## config.mk

```make
export PLATFORM = sky130hd
export DESIGN_NAME = nvseq_cmd_detect
export DESIGN_NICKNAME = d
export VERILOG_FILES = /design/src/rtl/nvseq_pkg.sv /design/src/rtl/nvseq_rst_sync.sv /design/src/rtl/nvseq_access_edge.sv /design/src/rtl/nvseq_key_match.sv /design/src/rtl/nvseq_chain_fsm.sv /design/src/rtl/nvseq_cmd_detect.sv
export SDC_FILE = /design/constraint.sdc
export NUM_CORES = 1
export LEC_CHECK = 0
export ABC_AREA = 1
export BUFFER_PORTS_ARGS = -buffer_cell sky130_fd_sc_hd__buf_2
export CORE_MARGIN = 8
export CORE_UTILIZATION = 44
export CTS_CLUSTER_DIAMETER = 30
export DETAILED_ROUTE_END_ITERATION = 10
export GPL_ROUTABILITY_DRIVEN = 0
export PLACE_DENSITY = 0.73
export SLEW_MARGIN = 10
export SYNTH_ARGS = -nofsm -noshare
export SYNTH_HDL_FRONTEND = slang
export SYNTH_SLANG_ARGS = --single-unit
```

## constraint.sdc

```tcl
create_clock -name clk -period 0.8 [get_ports clk]
set_input_delay 0.08 -clock clk [delete_from_list [all_inputs] [get_ports clk]]
set_output_delay 0.08 -clock clk [all_outputs]
set_load 0.03 [all_outputs]
```

## src/rtl/nvseq_pkg.sv

```systemverilog
package nvseq_pkg;
  localparam int ADDR_W   = 16;
  localparam int NUM_KEYS = 5;
  localparam int STEP_W   = $clog2(NUM_KEYS + 1);

  localparam logic [ADDR_W-1:0] STORE_CODE  = 16'h8FC0;
  localparam logic [ADDR_W-1:0] RECALL_CODE = 16'h4C63;

  typedef enum logic [1:0] {
    CMD_NONE   = 2'b00,
    CMD_STORE  = 2'b01,
    CMD_RECALL = 2'b10
  } cmd_e;

  function automatic logic [ADDR_W-1:0] key_at(input int idx);
    case (idx)
      0:       key_at = 16'h4E38;
      1:       key_at = 16'hB1C7;
      2:       key_at = 16'h83E0;
      3:       key_at = 16'h7C1F;
      default: key_at = 16'h703F;
    endcase
  endfunction
endpackage

```

## src/rtl/nvseq_rst_sync.sv

```systemverilog
module nvseq_rst_sync #(
  parameter int STAGES = 2
) (
  input  logic clk,
  input  logic rst_n,
  output logic rst_ns
);
  logic [STAGES-1:0] sync_q;

  always_ff @(posedge clk or negedge rst_n) begin
    if (!rst_n) sync_q <= '0;
    else        sync_q <= {sync_q[STAGES-2:0], 1'b1};
  end

  assign rst_ns = sync_q[STAGES-1];
endmodule

```

## src/rtl/nvseq_access_edge.sv

```systemverilog
module nvseq_access_edge (
  input  logic clk,
  input  logic rst_ns,
  input  logic acc_done,
  input  logic ce_rd,
  input  logic oe_rd,
  input  logic we_on,
  output logic rd_evt,
  output logic wr_evt
);
  logic done_q;
  logic done_d;
  logic rise;

  always_comb begin
    done_d = acc_done;
    rise   = acc_done & ~done_q;
    wr_evt = rise & we_on;
    rd_evt = rise & ~we_on & (ce_rd | oe_rd);
  end

  always_ff @(posedge clk or negedge rst_ns) begin
    if (!rst_ns) done_q <= 1'b0;
    else         done_q <= done_d;
  end
endmodule

```

## src/rtl/nvseq_key_match.sv

```systemverilog
module nvseq_key_match
  import nvseq_pkg::*;
#(
  parameter int N = NUM_KEYS,
  parameter int W = ADDR_W
) (
  input  logic [W-1:0] addr,
  output logic [N-1:0] key_hit,
  output logic         store_hit,
  output logic         recall_hit
);
  for (genvar g = 0; g < N; g++) begin : g_cmp
    localparam logic [W-1:0] KEY = W'(key_at(g));
    assign key_hit[g] = (addr == KEY);
  end

  assign store_hit  = (addr == W'(STORE_CODE));
  assign recall_hit = (addr == W'(RECALL_CODE));
endmodule

```

## src/rtl/nvseq_chain_fsm.sv

```systemverilog
module nvseq_chain_fsm
  import nvseq_pkg::*;
#(
  parameter int N  = NUM_KEYS,
  parameter int SW = STEP_W
) (
  input  logic         clk,
  input  logic         rst_ns,
  input  logic         busy,
  input  logic         rd_evt,
  input  logic         wr_evt,
  input  logic [N-1:0] key_hit,
  input  logic         store_hit,
  input  logic         recall_hit,
  output cmd_e         cmd_q
);
  localparam logic [SW-1:0] LAST = SW'(N);

  logic [SW-1:0] step_q, step_d;
  logic          step_en;
  cmd_e          cmd_d;
  logic          cur_hit;
  logic [SW-1:0] restart;

  always_comb begin
    cur_hit = 1'b0;
    for (int i = 0; i < N; i++)
      if (step_q == SW'(i)) cur_hit = key_hit[i];
    restart = key_hit[0] ? SW'(1) : SW'(0);
  end

  always_comb begin
    step_en = busy | rd_evt | wr_evt;
    step_d  = step_q;
    cmd_d   = CMD_NONE;
    if (busy || wr_evt) begin
      step_d = '0;
    end else if (rd_evt) begin
      if (step_q == LAST) begin
        if (store_hit)       cmd_d = CMD_STORE;
        else if (recall_hit) cmd_d = CMD_RECALL;
        step_d = (store_hit || recall_hit) ? SW'(0) : restart;
      end else if (cur_hit) begin
        step_d = step_q + SW'(1);
      end else begin
        step_d = restart;
      end
    end
  end

  always_ff @(posedge clk or negedge rst_ns) begin
    if (!rst_ns)      step_q <= '0;
    else if (step_en) step_q <= step_d;
  end

  always_ff @(posedge clk or negedge rst_ns) begin
    if (!rst_ns) cmd_q <= CMD_NONE;
    else         cmd_q <= cmd_d;
  end


  store_from_full_chk: assert property (@(posedge clk) disable iff (!rst_ns)
    (cmd_q == CMD_STORE) |-> ($past(step_q) == LAST));

  write_abort_chk: assert property (@(posedge clk) disable iff (!rst_ns)
    wr_evt |=> (step_q == '0));

  restart_two_chk: assert property (@(posedge clk) disable iff (!rst_ns)
    (rd_evt && !busy && key_hit[0] && step_q != LAST) |=> (step_q != '0));
endmodule

```

## src/rtl/nvseq_cmd_detect.sv

```systemverilog
module nvseq_cmd_detect
  import nvseq_pkg::*;
(
  input  logic              clk,
  input  logic              rst_n,
  input  logic              busy,
  input  logic              acc_done,
  input  logic              ce_rd,
  input  logic              oe_rd,
  input  logic              we_on,
  input  logic [ADDR_W-1:0] addr,
  output logic              store_req,
  output logic              recall_req
);
  logic                rst_ns;
  logic                rd_evt, wr_evt;
  logic [NUM_KEYS-1:0] key_hit;
  logic                store_hit, recall_hit;
  cmd_e                cmd_q;

  nvseq_rst_sync #(.STAGES(2)) u_rst (
    .clk(clk), .rst_n(rst_n), .rst_ns(rst_ns)
  );

  nvseq_access_edge u_edge (
    .clk(clk), .rst_ns(rst_ns), .acc_done(acc_done), .ce_rd(ce_rd),
    .oe_rd(oe_rd), .we_on(we_on), .rd_evt(rd_evt), .wr_evt(wr_evt)
  );

  nvseq_key_match #(.N(NUM_KEYS), .W(ADDR_W)) u_match (
    .addr(addr), .key_hit(key_hit), .store_hit(store_hit),
    .recall_hit(recall_hit)
  );

  nvseq_chain_fsm #(.N(NUM_KEYS), .SW(STEP_W)) u_fsm (
    .clk(clk), .rst_ns(rst_ns), .busy(busy), .rd_evt(rd_evt),
    .wr_evt(wr_evt), .key_hit(key_hit), .store_hit(store_hit),
    .recall_hit(recall_hit), .cmd_q(cmd_q)
  );

  assign store_req  = (cmd_q == CMD_STORE);
  assign recall_req = (cmd_q == CMD_RECALL);


  req_excl_chk: assert property (@(posedge clk) disable iff (!rst_ns)
    $onehot0({store_req, recall_req}));

  req_single_chk: assert property (@(posedge clk) disable iff (!rst_ns)
    (store_req || recall_req) |=> !(store_req || recall_req));

  busy_quiet_chk: assert property (@(posedge clk) disable iff (!rst_ns)
    busy |=> !(store_req || recall_req));

  recall_addr_chk: assert property (@(posedge clk) disable iff (!rst_ns)
    recall_req |-> ($past(addr) == RECALL_CODE && !$past(we_on)));
endmodule

```

### After elaboration in Yosys (flattened, before gate mapping)

Cells that the tools add are included.

* multiplexer cells: 16
* reductions and logical operators: 5
* bitwise logic cells: 9
* add/sub/neg operators: 1
* eq/ne operators: 14

Operators with widths (count)
* $eq A16 B15 Y1 const B: 4
* $eq A16 B16 Y1 const B: 3
* $mux W3: 5
* $mux W2: 5
* $eq A3 B2 Y1 const B: 2
* $eq A3 B3 Y1 const B: 2
* $mux W1: 6
* $and A1 B1 Y1: 4
* $add A3 B1 Y3 const B: 1
* $eq A3 B1 Y1 const B: 1
* $logic_not A3 Y1: 1
* $or A1 B1 Y1: 3
* $eq A2 B1 Y1 const B: 1
* $eq A2 B2 Y1 const B: 1
* $logic_or A1 B1 Y1: 2
* $not A1 Y1: 2
* $reduce_and A2 Y1: 1
* $reduce_bool A2 Y1: 1

* logic and storage cells: 49
* output and inout port bits: 2
* register bits: 8
* input bits: 23

### Longest topological paths before layout

Gate-level depths: netlist (run 1).

* depth in word-level cells: 10
* gate-level depth with buffers: 14
* mapped depth without buffers: 14

### By module

A second synthesis (run 1) with hierarchy kept.

* cells, all modules: 145
* area total of the unflattened synthesis: 815.8 µm²

Modules (own cells, without submodules)
* nvseq_chain_fsm: instances 1, sequential area each 125.1 µm², area an instance 385.4 µm², cells each 53
* nvseq_key_match: instances 1, sequential area each 0.0 µm², area an instance 301.5 µm², cells each 77
* nvseq_access_edge: instances 1, sequential area each 25.0 µm², area an instance 60.1 µm², cells each 8
* nvseq_rst_sync: instances 1, sequential area each 50.0 µm², area an instance 53.8 µm², cells each 3
* nvseq_cmd_detect: instances 1, sequential area each 0.0 µm², area an instance 15.0 µm², cells each 4

### Least setup slack after synthesis (run 1)

OpenSTA, ideal clock, no wires.

* kind: register -> register
* start: register u_fsm.step_q[0]
* end: register u_fsm.step_q[0]
* clock period less this slack: 1.440 ns
* stages on the path, launching flop included: 14
* required time: 0.684 ns
* buffers on the path: 0
* arrival: 1.324 ns
* setup time: 0.116 ns
* slack: -0.640 ns
* path through: dfrtp_1 inv_1 ha_1 inv_1 nor2_1 nand4_1 nor2_1 nor2_1 nand2_1 nand2_2 nand3_1 nand3_1 nand2_1 nand2_1

* word-level cells in the longest chain between the ends: 10
* elaborated cells between the ends (all ways): 16
* those cells by class: 1 x add/sub; 5 x eq/ne; 9 x mux; 1 x reduce/logical

RTL lines
* start: declaration: line nvseq_chain_fsm.sv:19 `logic [SW-1:0] step_q, step_d;`
* start signal: assignment: line nvseq_chain_fsm.sv:53 `else if (step_en) step_q <= step_d;`
* $logic_not A3 Y1: line nvseq_chain_fsm.sv:28 `if (step_q == SW'(i)) cur_hit = key_hit[i];`
* $mux W1 (5 in a row): line nvseq_chain_fsm.sv:28
* $mux W3: line nvseq_chain_fsm.sv:43 `end else if (cur_hit) begin`
* $mux W3 *: line nvseq_chain_fsm.sv:39 `if (step_q == LAST) begin`
* $mux W3 *: line nvseq_chain_fsm.sv:38 `end else if (rd_evt) begin`
* $mux W3 *: line nvseq_chain_fsm.sv:36 `if (busy || wr_evt) begin`

Every way passes the cells marked *; elsewhere a longest branch is shown, timed or not. The select of a mux whose other input is x is not followed.
A chain may end at the register's enable or synchronous reset.

### Worst setup path after layout (run 1)

* start: register u_fsm.step_q[1]
* end: register u_fsm.step_q[0]

Same word-level chain as after synthesis.

==> results of run 1 <==
-- routing by layer --
metal / GRT usage / up-vias
met4: 0.0315 / 0
met5: 0 / -
li1: - / 491
met2: 0.275 / 24
met1: 0.142 / 429
met3: 0.0375 / 2
-- registers in the layout (all words and copies together), names as in the netlist --
signal,count
u_fsm.step_q,3
u_fsm.cmd_q,2
u_rst.sync_q,2
u_edge.done_q,1
-- worst paths after layout --
check | startpoint | to | slack (ns) | cells past startpoint
min in group clk | addr[7] | u_fsm.cmd_q[1]$_DFF_PN0_ | 0.14 | 4
min reg2reg | u_rst.sync_q[1]$_DFF_PN0_ | u_fsm.step_q[1]$_DFFE_PN0P_ | 0.09 | 0
max in group asynchronous | u_rst.sync_q[1]$_DFF_PN0_ | u_fsm.step_q[0]$_DFFE_PN0P_ | 0.47 | 0
min | u_rst.sync_q[1]$_DFF_PN0_ | u_fsm.step_q[1]$_DFFE_PN0P_ | 0.09 | 0
max | u_fsm.step_q[1]$_DFFE_PN0P_ | u_fsm.step_q[0]$_DFFE_PN0P_ | -0.78 | 11
max reg2reg | u_fsm.step_q[1]$_DFFE_PN0P_ | u_fsm.step_q[0]$_DFFE_PN0P_ | -0.78 | 11
-- kinds of logic (layout without fill, tap and decap cells) --
logic type | Yosys count | count (layout) | synth area share
AND/OR/NAND/NOR | 81 | 81 | 0.483
adder cells (fa/ha/maj) | 5 | 5 | 0.0805
flip-flops | 8 | 8 | 0.258
buffers and inverters | 28 | 77 | 0.135
AO/OA/AOI/OAI | 5 | 5 | 0.0386
other | 1 | 1 | 0.00483
-- area by class of cell --
type	instances	area, µm²	share of cell area
Inverter	28	108	0.0888
Tap cell	17	21.3	0.0175
Sequential cell	8	201	0.166
Timing Repair Buffer	46	307	0.253
Clock buffer	3	22.5	0.0186
Multi-Input combinational cell	92	553	0.456
-- placed cells by master (no fill, tap or decap), types with 2 or more instances in the layout --
cell	synthesis	final
nand2_1	24	24
inv_1	25	22
buf_2	0	22
nor2_1	25	21
buf_4	0	19
nor2_2	5	9
nand3_1	10	8
dfrtp_1	8	7
nand2_2	5	5
inv_2	2	4
nand3_2	2	4
nand4_1	3	3
ha_4	0	3
clkbuf_4	0	3
buf_6	0	3
nor3_1	3	2
nor4_1	3	2
dlygate4sd3_1	0	2
-- power by group through the flow --
stage / clock, mW / combinational [mW] / sequential (mW)
2_1_floorplan: 0 / 0.0771 / 0.425
3_3_place_gp: 0 / 0.184 / 0.427
3_5_place_dp: 0 / 0.192 / 0.427
4_1_cts: 0.323 / 0.201 / 0.420
5_1_grt: 0.346 / 0.228 / 0.421
6_report: 0.307 / 0.205 / 0.420
-- what timing repair did --
action | in CTS | in global routing
pin swaps | 11 | 5
setup buffers | 5 | 1
hold buffers | 2 | 0
hold endpoints to repair | 3 | 0
gates resized for setup | 17 | 4
endpoints found under the setup margin | 7 | 7
cloned | 0 | 0
-- worst max-delay path, stage by stage (launching register included) --
cell	delay, ns
dfrtp_1	0.42
buf_4	0.15
ha_1	0.17
ha_2	0.19
nor2_1	0.09
nand2_1	0.07
nand2_2	0.08
nand2_2	0.08
nand2_2	0.07
nand3_2	0.05
nand2_1	0.06
nand2_1	0.05
-- stage by stage --
| step | setup TNS, ns | setup WS [ns] |
|---|---|---|
| global route | -4.17 | -0.903 |
| floorplan | -2.28 | -0.622 |
| CTS | -3.36 | -0.734 |
| global placement | -2.95 | -0.740 |
| finish | -3.54 | -0.783 |
| detailed placement | -3.09 | -0.764 |
-- synthesized netlist by cell type --
cell type and count:
inv_2 2, nand2_2 5, nor2_1 25, nand4_1 3, dfrtp_1 8, o22ai_1 2
nand3_1 10, nor3_1 3, a21oi_1 2, nor4_1 3, conb_1 1, clkinv_1 1
nor2_2 5, inv_1 25, ha_1 5, nand2_1 24, or3_1 1, nand3_2 2
o21bai_1 1
==> results.ini, run 1 <==
[run_status]
status=finished with violations
failed_checks=negative setup slack

[drt]
postRouteAntennaNets=0
vias_per_cell=4.88
drt_iter0_drc=28
drc=0
drt_first_pass_iters=4
wl_met2_mm=1.33
top_layer=met4
met3_wirelength_um=117
wl_per_cell_um=12.3
num_vias=946
routedLengthMet1_um=926
routed_wl_mm=2.39

[synth]
syn_nets=156
yosys.area.top_type=dfrtp_1
ys_types=19
synthCells=128
syn_avg_cell_area_um2=6.07
yosys.area.top_type_share=0.258
synth-seq-cells=8
ys_top_cells_by_area=dfrtp_1 (26%), inv_1 (12%), nor2_1 (12%), nand2_1 (12%), ha_1 (8.1%)
yosys_warnings=0
yosysSeqAreaShare=0.258
syn-cell-area_um2=777

[timing]
slew_viol_final=0
max_freq_mhz=632
setup-violations-final=7
rsz0062_at_grt=true
layout_setup_ws_ns=-0.783
worst_hold_slack_ns=0.0921
timing.final.crit_share=1.98
skew_ns=0.00785
period_minus_slack_ns=1.58
finalHoldViolCount=0

[power_and_ir_drop]
switching_share=0.272
comb_power_share=0.220
vdd_drop_max_mv=0.851
internal-power_mw=0.678
p_switching_mw=0.253
pwr-share-seq=0.451
p_leak_nw=0.629
report.power.total_mw=0.931
cellPowerDensity_nw_per_um2=768
pwr-share-clk=0.329

[critical_path]
cp_max_fo=3
arrival_ns=1.72
crit_type=reg2reg
required_ns=0.94
worst_setup_path_start_kind=register
endpoint_kind=register

[die]
io_pins=25
rows=15
coreArea_um2=1690
die_height_um=58.0
initial_utilization=0.460
die_x_um=58.0
dieArea_um2=3370

[clock_tree]
tritoncts=done
clock-sinks=8
h-tree-depth=1
cts_buffer_depth=2
worstSkewPairLatency_ns=0.26
cts-root-buf=clkbuf_4
path_clk_slew_ns=0.06
cts_inserted_buffers=3

[layout]
layout.nets=207
utilization=0.718
diodes=0
layout.cells.non_filler=194
fillers=150
design_area_um2=1210
drive_gt1_frac=0.446
syn2layout_area_growth_pct=56.0

[placement]
port_buffers=24
placed_cell_area_um2=1030
hpwl_mm=1.80
place_inst=183

[grt]
grt_usage=0.141
gr-total-overflow=0
grt_pass1_vias=946
antenna_found_initial=0
grt_pass1_wl_mm=3.77
grt_start_max_net_pins=7

[flow_run]
maxCapViolCount=0

[min_path]
min_path_type=reg2async

(Power assumes the default switching activity.)
==> inputs of run 2 (changes only) <==
--- a/config.mk
+++ b/config.mk
@@ -8,11 +8,10 @@
 export ABC_AREA = 1
 export BUFFER_PORTS_ARGS = -buffer_cell sky130_fd_sc_hd__buf_2
 export CORE_MARGIN = 8
-export CORE_UTILIZATION = 44
+export CORE_UTILIZATION = 35
 export CTS_CLUSTER_DIAMETER = 30
 export DETAILED_ROUTE_END_ITERATION = 10
 export GPL_ROUTABILITY_DRIVEN = 0
-export PLACE_DENSITY = 0.73
 export SLEW_MARGIN = 10
 export SYNTH_ARGS = -nofsm -noshare
 export SYNTH_HDL_FRONTEND = slang
==> results.ini, run 2 (synthesized netlist as in run 1, its figures left out) <==
[run_status]
status=finished with violations  ; unchanged
failed_checks=negative setup slack  ; unchanged

[die]
coreArea_um2=2150  ; was 1690 µm²
die_x_um=63.1  ; was 58.0 µm
io_pins=25  ; unchanged
dieArea_um2=3980  ; was 3370 µm²
initial_utilization=0.362  ; was 0.460
rows=17  ; was 15
die_height_um=63.1  ; was 58.0 µm

[critical_path]
ff2ff_path_depth=11  ; unchanged
arrival_ns=1.74  ; was 1.72 ns
timing.rr.start=u_fsm.step_q[1]$_DFFE_PN0P_  ; unchanged
slowest_delay_ns=0.39  ; was 0.42 ns
required_ns=0.95  ; was 0.94 ns
endpoint_kind=register  ; unchanged
crit_type=reg2reg  ; unchanged
worst_setup_path_start_kind=register  ; unchanged
rrSetupSlack_ns=-0.79  ; was -0.78 ns
crit_chain=buf_4 -> ha_1 -> ha_2 -> nor2_1 -> nand2_1 -> nand2_2 -> nand2_2 -> nand2_2 -> nand3_2 -> nand2_1 -> nand2_1  ; unchanged
slowest_stage=dfrtp_1  ; unchanged
r2r-end=u_fsm.step_q[0]$_DFFE_PN0P_  ; unchanged
cp-endpoint=u_fsm.step_q[0]$_DFFE_PN0P_  ; unchanged
cp_max_fo=2  ; was 3
startpoint=u_fsm.step_q[1]$_DFFE_PN0P_  ; unchanged

[layout]
drive_gt1_frac=0.443  ; was 0.446
syn2layout_area_growth_pct=55.2  ; was 56.0%
seq_area_um2=201  ; unchanged
layout.nets=204  ; was 207
layout.cells.non_filler=202  ; was 194
fillers=229  ; was 150
diodes=0  ; unchanged
multi_input_comb_area_um2=559  ; was 553 µm²
reg_top3=u_fsm.step_q x3, u_fsm.cmd_q x2, u_rst.sync_q x2  ; unchanged
layout_common_cells=nand2_1 (22), buf_2 (22), inv_1 (21), nor2_1 (21), buf_4 (17)  ; was nand2_1 (24), inv_1 (22), buf_2 (22)
registers.top_by_ff_count=u_fsm.step_q  ; unchanged
largest_reg_flops=3  ; unchanged

[placement]
place_inst=195  ; was 183
hpwl_mm=1.82  ; was 1.80 mm
port_buffers=24  ; unchanged
pre_cts_slack_ns=-0.782  ; was -0.764 ns

[drt]
wl_per_cell_um=11.3  ; was 12.3 µm
postRouteAntennaNets=0  ; unchanged
drc=0  ; unchanged
drt_first_pass_iters=4  ; unchanged
drt_iter0_drc=25  ; was 28
routed_wl_mm=2.29  ; was 2.39 mm
num_vias=946  ; unchanged
vias_per_cell=4.68  ; was 4.88

[timing]
setup-violations-final=7  ; unchanged
layout_setup_ws_ns=-0.791  ; was -0.783 ns
period_minus_slack_ns=1.59  ; was 1.58 ns
worst_hold_slack_ns=0.0919  ; was 0.0921 ns
timing.final.crit_share=1.99  ; was 1.98
finalHoldViolCount=0  ; unchanged
rsz0062_at_grt=true  ; unchanged
timing.setup.tns_ns=-3.51  ; was -3.54 ns
slew_viol_final=0  ; unchanged
skew_ns=0.00699  ; was 0.00785 ns
max_freq_mhz=629  ; was 632 MHz

[clock_tree]
cts_buffer_depth=2  ; unchanged
cts-root-buf=clkbuf_4  ; unchanged
tritoncts=done  ; unchanged
worstSkewPairLatency_ns=0.26  ; about the same
path_clk_slew_ns=0.05  ; was 0.06 ns
clock-sinks=8  ; unchanged
cts_inserted_buffers=3  ; unchanged
h-tree-depth=1  ; unchanged

[grt]
antenna_found_initial=0  ; unchanged
gr-total-overflow=0  ; unchanged
grt_pass1_wl_mm=3.97  ; was 3.77 mm
grt_usage=0.119  ; was 0.141
grt_start_max_net_pins=7  ; unchanged
grt_pass1_vias=990  ; was 946

[flow_run]
maxCapViolCount=0  ; unchanged

[power_and_ir_drop]
p_leak_nw=0.630  ; was 0.629 nW
vdd_drop_max_mv=1.08  ; was 0.851 mV
report.power.total_mw=0.928  ; was 0.931 mW
cellPowerDensity_nw_per_um2=770  ; was 768 nW/µm²

[min_path]
min_path_type=reg2async  ; unchanged

run 2: changes by cell type in the layout (fill, tap and decap cells not counted), sizes merged:
cell  before  now
buf       44   41
run 2: worst max-delay path, delay by kind of cell (launching register included):
kind	cells	cell delay (ns)
AND/OR/NAND/NOR	8	0.57
flip-flops	1	0.39
adder cells (fa/ha/maj)	2	0.37
buffers and inverters	1	0.16
run 2: worst min path at each step:
stage | slack (ns) | to | cells after the start | startpoint
floorplan | -0.22 | u_rst.sync_q[0]$_DFF_PN0_ | 0 | rst_n
global placement | -0.13 | u_rst.sync_q[0]$_DFF_PN0_ | 1 | rst_n
detailed placement | -0.13 | u_rst.sync_q[1]$_DFF_PN0_ | 1 | rst_n
CTS | 0.10 | u_edge.done_q$_DFF_PN0_ | 0 | u_rst.sync_q[1]$_DFF_PN0_
global route | 0.13 | u_edge.done_q$_DFF_PN0_ | 0 | u_rst.sync_q[1]$_DFF_PN0_
finish | 0.09 | u_edge.done_q$_DFF_PN0_ | 0 | u_rst.sync_q[1]$_DFF_PN0_
run 2: report_power, final:
part / leakage (nW) / switching, mW / total (mW) / internal (mW)
sequential: 0.103 / 0.00711 / 0.420 / 0.413
combinational: 0.513 / 0.111 / 0.205 / 0.0933
clock: 0.0138 / 0.132 / 0.304 / 0.171
total: 0.630 / 0.251 / 0.928 / 0.678
run 2: area by class of cell:
| class | count | area share |
|---|---|---|
| well taps | 28 | 0.0290 |
| multi-input cells | 92 | 0.464 |
| repair buffers | 43 | 0.232 |
| clock buffers | 3 | 0.0187 |
| inverters | 28 | 0.0892 |
| flip-flops and latches | 8 | 0.167 |
run 2: what timing repair did:
action	4_1_cts	5_1_grt
endpoints found under the setup margin	7	7
buffers inserted	2	0
hold buffers	2	0
gates resized for setup	18	5
gates cloned	0	0
endpoints found under the hold margin	3	0
pin swaps	11	7
run 2: routing by layer:
| metal | part of all wire | vias up | global-route usage |
|---|---|---|---|
| met5 | 0 | - | 0 |
| met4 | 0.0096 | 0 | 0.0399 |
| met3 | 0.041 | 2 | 0.0336 |
| met2 | 0.55 | 18 | 0.225 |
| met1 | 0.40 | 436 | 0.121 |
| li1 | - | 490 | - |
run 2: through the flow:
| step | utilization | cell area, µm² |
|---|---|---|
| CTS | 0.552 | 1190 |
| global placement | 0.491 | 1050 |
| detailed placement | 0.491 | 1050 |
| floorplan | - | 787 |
| global route | 0.561 | 1210 |
| finish | 0.561 | 1210 |
==> inputs of run 3 (changes only) <==
--- a/config.mk
+++ b/config.mk
@@ -5,13 +5,13 @@
 export SDC_FILE = /design/constraint.sdc
 export NUM_CORES = 1
 export LEC_CHECK = 0
-export ABC_AREA = 1
 export BUFFER_PORTS_ARGS = -buffer_cell sky130_fd_sc_hd__buf_2
 export CORE_MARGIN = 8
 export CORE_UTILIZATION = 35
 export CTS_CLUSTER_DIAMETER = 30
 export DETAILED_ROUTE_END_ITERATION = 10
 export GPL_ROUTABILITY_DRIVEN = 0
+export MAX_ROUTING_LAYER = met4
 export SLEW_MARGIN = 10
 export SYNTH_ARGS = -nofsm -noshare
 export SYNTH_HDL_FRONTEND = slang
==> results.ini, run 3 <==
[run_status]
status=finished with violations  ; unchanged
failed_checks=negative setup slack  ; unchanged

[synth]
synth_xor_area_frac=0  ; unchanged
ys_types=32  ; was 19
synth-seq-cells=8  ; unchanged
yosys.area.top_type_share=0.304  ; was 0.258
syn-cell-area_um2=658  ; was 777 µm²
yosys.area.top_type=dfrtp_1  ; unchanged
synth_mux_area_frac=0  ; unchanged
yosysSeqAreaShare=0.304  ; was 0.258
syn_nets=99  ; was 156
ys_top_cells_by_area=dfrtp_1 (30%), ha_1 (9.5%), nor2_1 (4.6%), nor4_1 (3.8%), nand2_1 (3.4%)  ; was dfrtp_1 (26%), inv_1 (12%), nor2_1 (12%), nand2_1 (12%), ha_1 (8.1%)
synthSimpleGateAreaFrac=0.458  ; was 0.483
synth-compound-area-share=0.114  ; was 0.0386
synthTopCellsByCount=dfrtp_1 (8), nor2_1 (8), nand2_1 (6), ha_1 (5)  ; was inv_1 (25), nor2_1 (25), nand2_1 (24), nand3_1 (10), dfrtp_1 (8)
syn_avg_cell_area_um2=9.27  ; was 6.07 µm²
yosys_warnings=0  ; unchanged
synth-edff-count=0  ; unchanged
synthCells=71  ; was 128
synth_top_family_by_area=simple AND/OR/NAND/NOR gates  ; unchanged
ys.flop_type=dfrtp_1  ; unchanged
async_flop_share=1.00  ; unchanged
synthAdderAreaFrac=0.0951  ; was 0.0805

[layout]
largest_reg_flops=3  ; unchanged
diodes=0  ; unchanged
fillers=137  ; was 229
drive_gt1_frac=0.623  ; was 0.443
utilization=0.662  ; was 0.561
registers.top_by_ff_count=u_fsm.step_q  ; unchanged
layout.nets=152  ; was 204
syn2layout_area_growth_pct=75.7  ; was 55.2%
design_area_um2=1160  ; was 1210 µm²
layout_common_cells=buf_2 (21), buf_4 (21), nor2_1 (8)  ; was nand2_1 (22), buf_2 (22), inv_1 (21), nor2_1 (21), buf_4 (17)
seq_area_um2=201  ; unchanged
multi_input_comb_area_um2=558  ; was 559 µm²
reg_top3=u_fsm.step_q x3, u_fsm.cmd_q x2, u_rst.sync_q x2  ; unchanged

[grt]
grt_pass1_vias=741  ; was 990
grt_pass1_wl_mm=3.17  ; was 3.97 mm
antenna_found_initial=0  ; unchanged
gr-total-overflow=0  ; unchanged
grt_usage=0.119  ; about the same
busiest_layer=met2  ; unchanged
use_met3=0.0499  ; was 0.0336
grt_util_met1=0.135  ; was 0.121
grt_start_max_net_pins=7  ; unchanged
use_met2=0.194  ; was 0.225

[die]
io_pins=25  ; unchanged
dieArea_um2=3520  ; was 3980 µm²
initial_utilization=0.377  ; was 0.362
rows=15  ; was 17
coreArea_um2=1750  ; was 2150 µm²
die_x_um=59.4  ; was 63.1 µm
die_height_um=59.4  ; was 63.1 µm

[drt]
drt_first_pass_iters=4  ; unchanged
routed_wl_mm=1.91  ; was 2.29 mm
postRouteAntennaNets=0  ; unchanged
wl_per_cell_um=13.0  ; was 11.3 µm
num_vias=732  ; was 946
vias_per_cell=4.98  ; was 4.68
drc=0  ; unchanged
drt_iter0_drc=6  ; was 25

[timing]
timing.final.crit_share=2.11  ; was 1.99
layout_setup_ws_ns=-0.884  ; was -0.791 ns
slew_viol_final=0  ; unchanged
setup-violations-final=7  ; unchanged
timing.setup.tns_ns=-4.00  ; was -3.51 ns
worst_hold_slack_ns=0.0921  ; was 0.0919 ns
skew_ns=0.00509  ; was 0.00699 ns
finalHoldViolCount=0  ; unchanged
period_minus_slack_ns=1.68  ; was 1.59 ns
max_freq_mhz=594  ; was 629 MHz
rsz0062_at_grt=true  ; unchanged

[clock_tree]
cts_buffer_depth=2  ; unchanged
tritoncts=done  ; unchanged
clock-sinks=8  ; unchanged
worstSkewPairLatency_ns=0.25  ; was 0.26 ns
path_clk_slew_ns=0.06  ; was 0.05 ns
h-tree-depth=1  ; unchanged
cts-root-buf=clkbuf_4  ; unchanged
cts_inserted_buffers=3  ; unchanged

[placement]
hpwl_mm=1.53  ; was 1.82 mm
placed_cell_area_um2=972  ; was 1050 µm²
port_buffers=24  ; unchanged

[critical_path]
rrSetupSlack_ns=-0.88  ; was -0.79 ns
cp_max_fo=4  ; was 2
timing.rr.start=u_fsm.step_q[0]$_DFFE_PN0P_  ; was u_fsm.step_q[1]$_DFFE_PN0P_
worst_setup_path_start_kind=register  ; unchanged
slowest_stage=dfrtp_2  ; was dfrtp_1
endpoint_kind=register  ; unchanged
slowest_delay_ns=0.44  ; was 0.39 ns
startpoint=u_fsm.step_q[0]$_DFFE_PN0P_  ; was u_fsm.step_q[1]$_DFFE_PN0P_
crit_type=reg2reg  ; unchanged
crit_chain=ha_4 -> o21a_4 -> nor4_4 -> a21oi_2 -> a31oi_4 -> o31a_1 -> o21ai_1  ; was buf_4 -> ha_1 -> ha_2 -> nor2_1 -> nand2_1 -> nand2_2 -> nand2_2 -> nand2_2 -> nand3_2 -> nand2_1 -> nand2_1
arrival_ns=1.82  ; was 1.74 ns
cp-endpoint=u_fsm.step_q[0]$_DFFE_PN0P_  ; unchanged
ff2ff_path_depth=7  ; was 11
r2r-end=u_fsm.step_q[0]$_DFFE_PN0P_  ; unchanged
required_ns=0.94  ; was 0.95 ns

[power_and_ir_drop]
cellPowerDensity_nw_per_um2=800  ; was 770 nW/µm²
p_leak_nw=0.483  ; was 0.630 nW
vdd_drop_max_mv=1.33  ; was 1.08 mV
report.power.total_mw=0.925  ; was 0.928 mW

[min_path]
min_path_type=reg2async  ; unchanged

[flow_run]
maxCapViolCount=0  ; unchanged

-- run 3: logic make-up (layout without fill, tap and decap cells) --
| group | count (synthesis) | in the layout |
|---|---|---|
| simple gates | 44 | 44 |
| compound gates | 9 | 9 |
| flops | 8 | 8 |
| fa+ha+maj | 5 | 5 |
| buf+inv | 4 | 55 |
| other cells | 1 | 1 |
-- run 3: report_power, final --
| group | internal [mW] | switching [mW] |
|---|---|---|
| clock | 0.172 | 0.138 |
| sequential | 0.413 | 0.00718 |
| combinational | 0.110 | 0.0852 |
| total | 0.694 | 0.230 |
-- run 3: layout make-up --
type | count | share of cell area
Tap cell | 25 | 0.0271
Inverter | 4 | 0.0130
Clock buffer | 3 | 0.0195
Sequential cell | 8 | 0.174
Multi-Input combinational cell | 59 | 0.483
Timing Repair Buffer | 48 | 0.284
-- run 3: how the worst min path moves through the flow --
stage | cells after the start | slack [ns] | endpoint | start
2_1_floorplan | 0 | -0.22 | u_rst.sync_q[0]$_DFF_PN0_ | rst_n
3_3_place_gp | 1 | -0.14 | u_rst.sync_q[1]$_DFF_PN0_ | rst_n
3_5_place_dp | 1 | -0.13 | u_rst.sync_q[0]$_DFF_PN0_ | rst_n
4_1_cts | 0 | 0.1 | u_fsm.cmd_q[0]$_DFF_PN0_ | u_rst.sync_q[1]$_DFF_PN0_
5_1_grt | 0 | 0.12 | u_fsm.cmd_q[0]$_DFF_PN0_ | u_rst.sync_q[1]$_DFF_PN0_
6_report | 0 | 0.09 | u_fsm.cmd_q[0]$_DFF_PN0_ | u_rst.sync_q[1]$_DFF_PN0_
-- run 3: timing repair --
action,in CTS,in global routing
resized for setup,22,2
endpoints found under the setup margin,7,7
pin swaps,4,0
buffers inserted,3,0
endpoints found under the hold margin,3,0
hold buffers,2,0
-- run 3: critical path, delay by kind of cell, from the launching register on --
| kind | cells | cell delay [ns] |
|---|---|---|
| and+or+nand+nor | 1 | 0.25 |
| adders and majority gates | 1 | 0.19 |
| DFF | 1 | 0.44 |
| AOI/OAI and AO/OA | 5 | 0.69 |
-- run 3: per-stage QoR --
step                      setup WS, ns  instances
final                           -0.884        147
after global routing            -0.978        147
after CTS                       -0.877        147
after detailed placement         -1.04        139
after global placement          -0.994        139
after floorplan                 -0.850         71
-- run 3: layer usage --
layer,up-vias,routed length (µm)
li1,368,-
met1,344,818
met2,18,950
met3,2,127
met4,0,12
met5,-,0
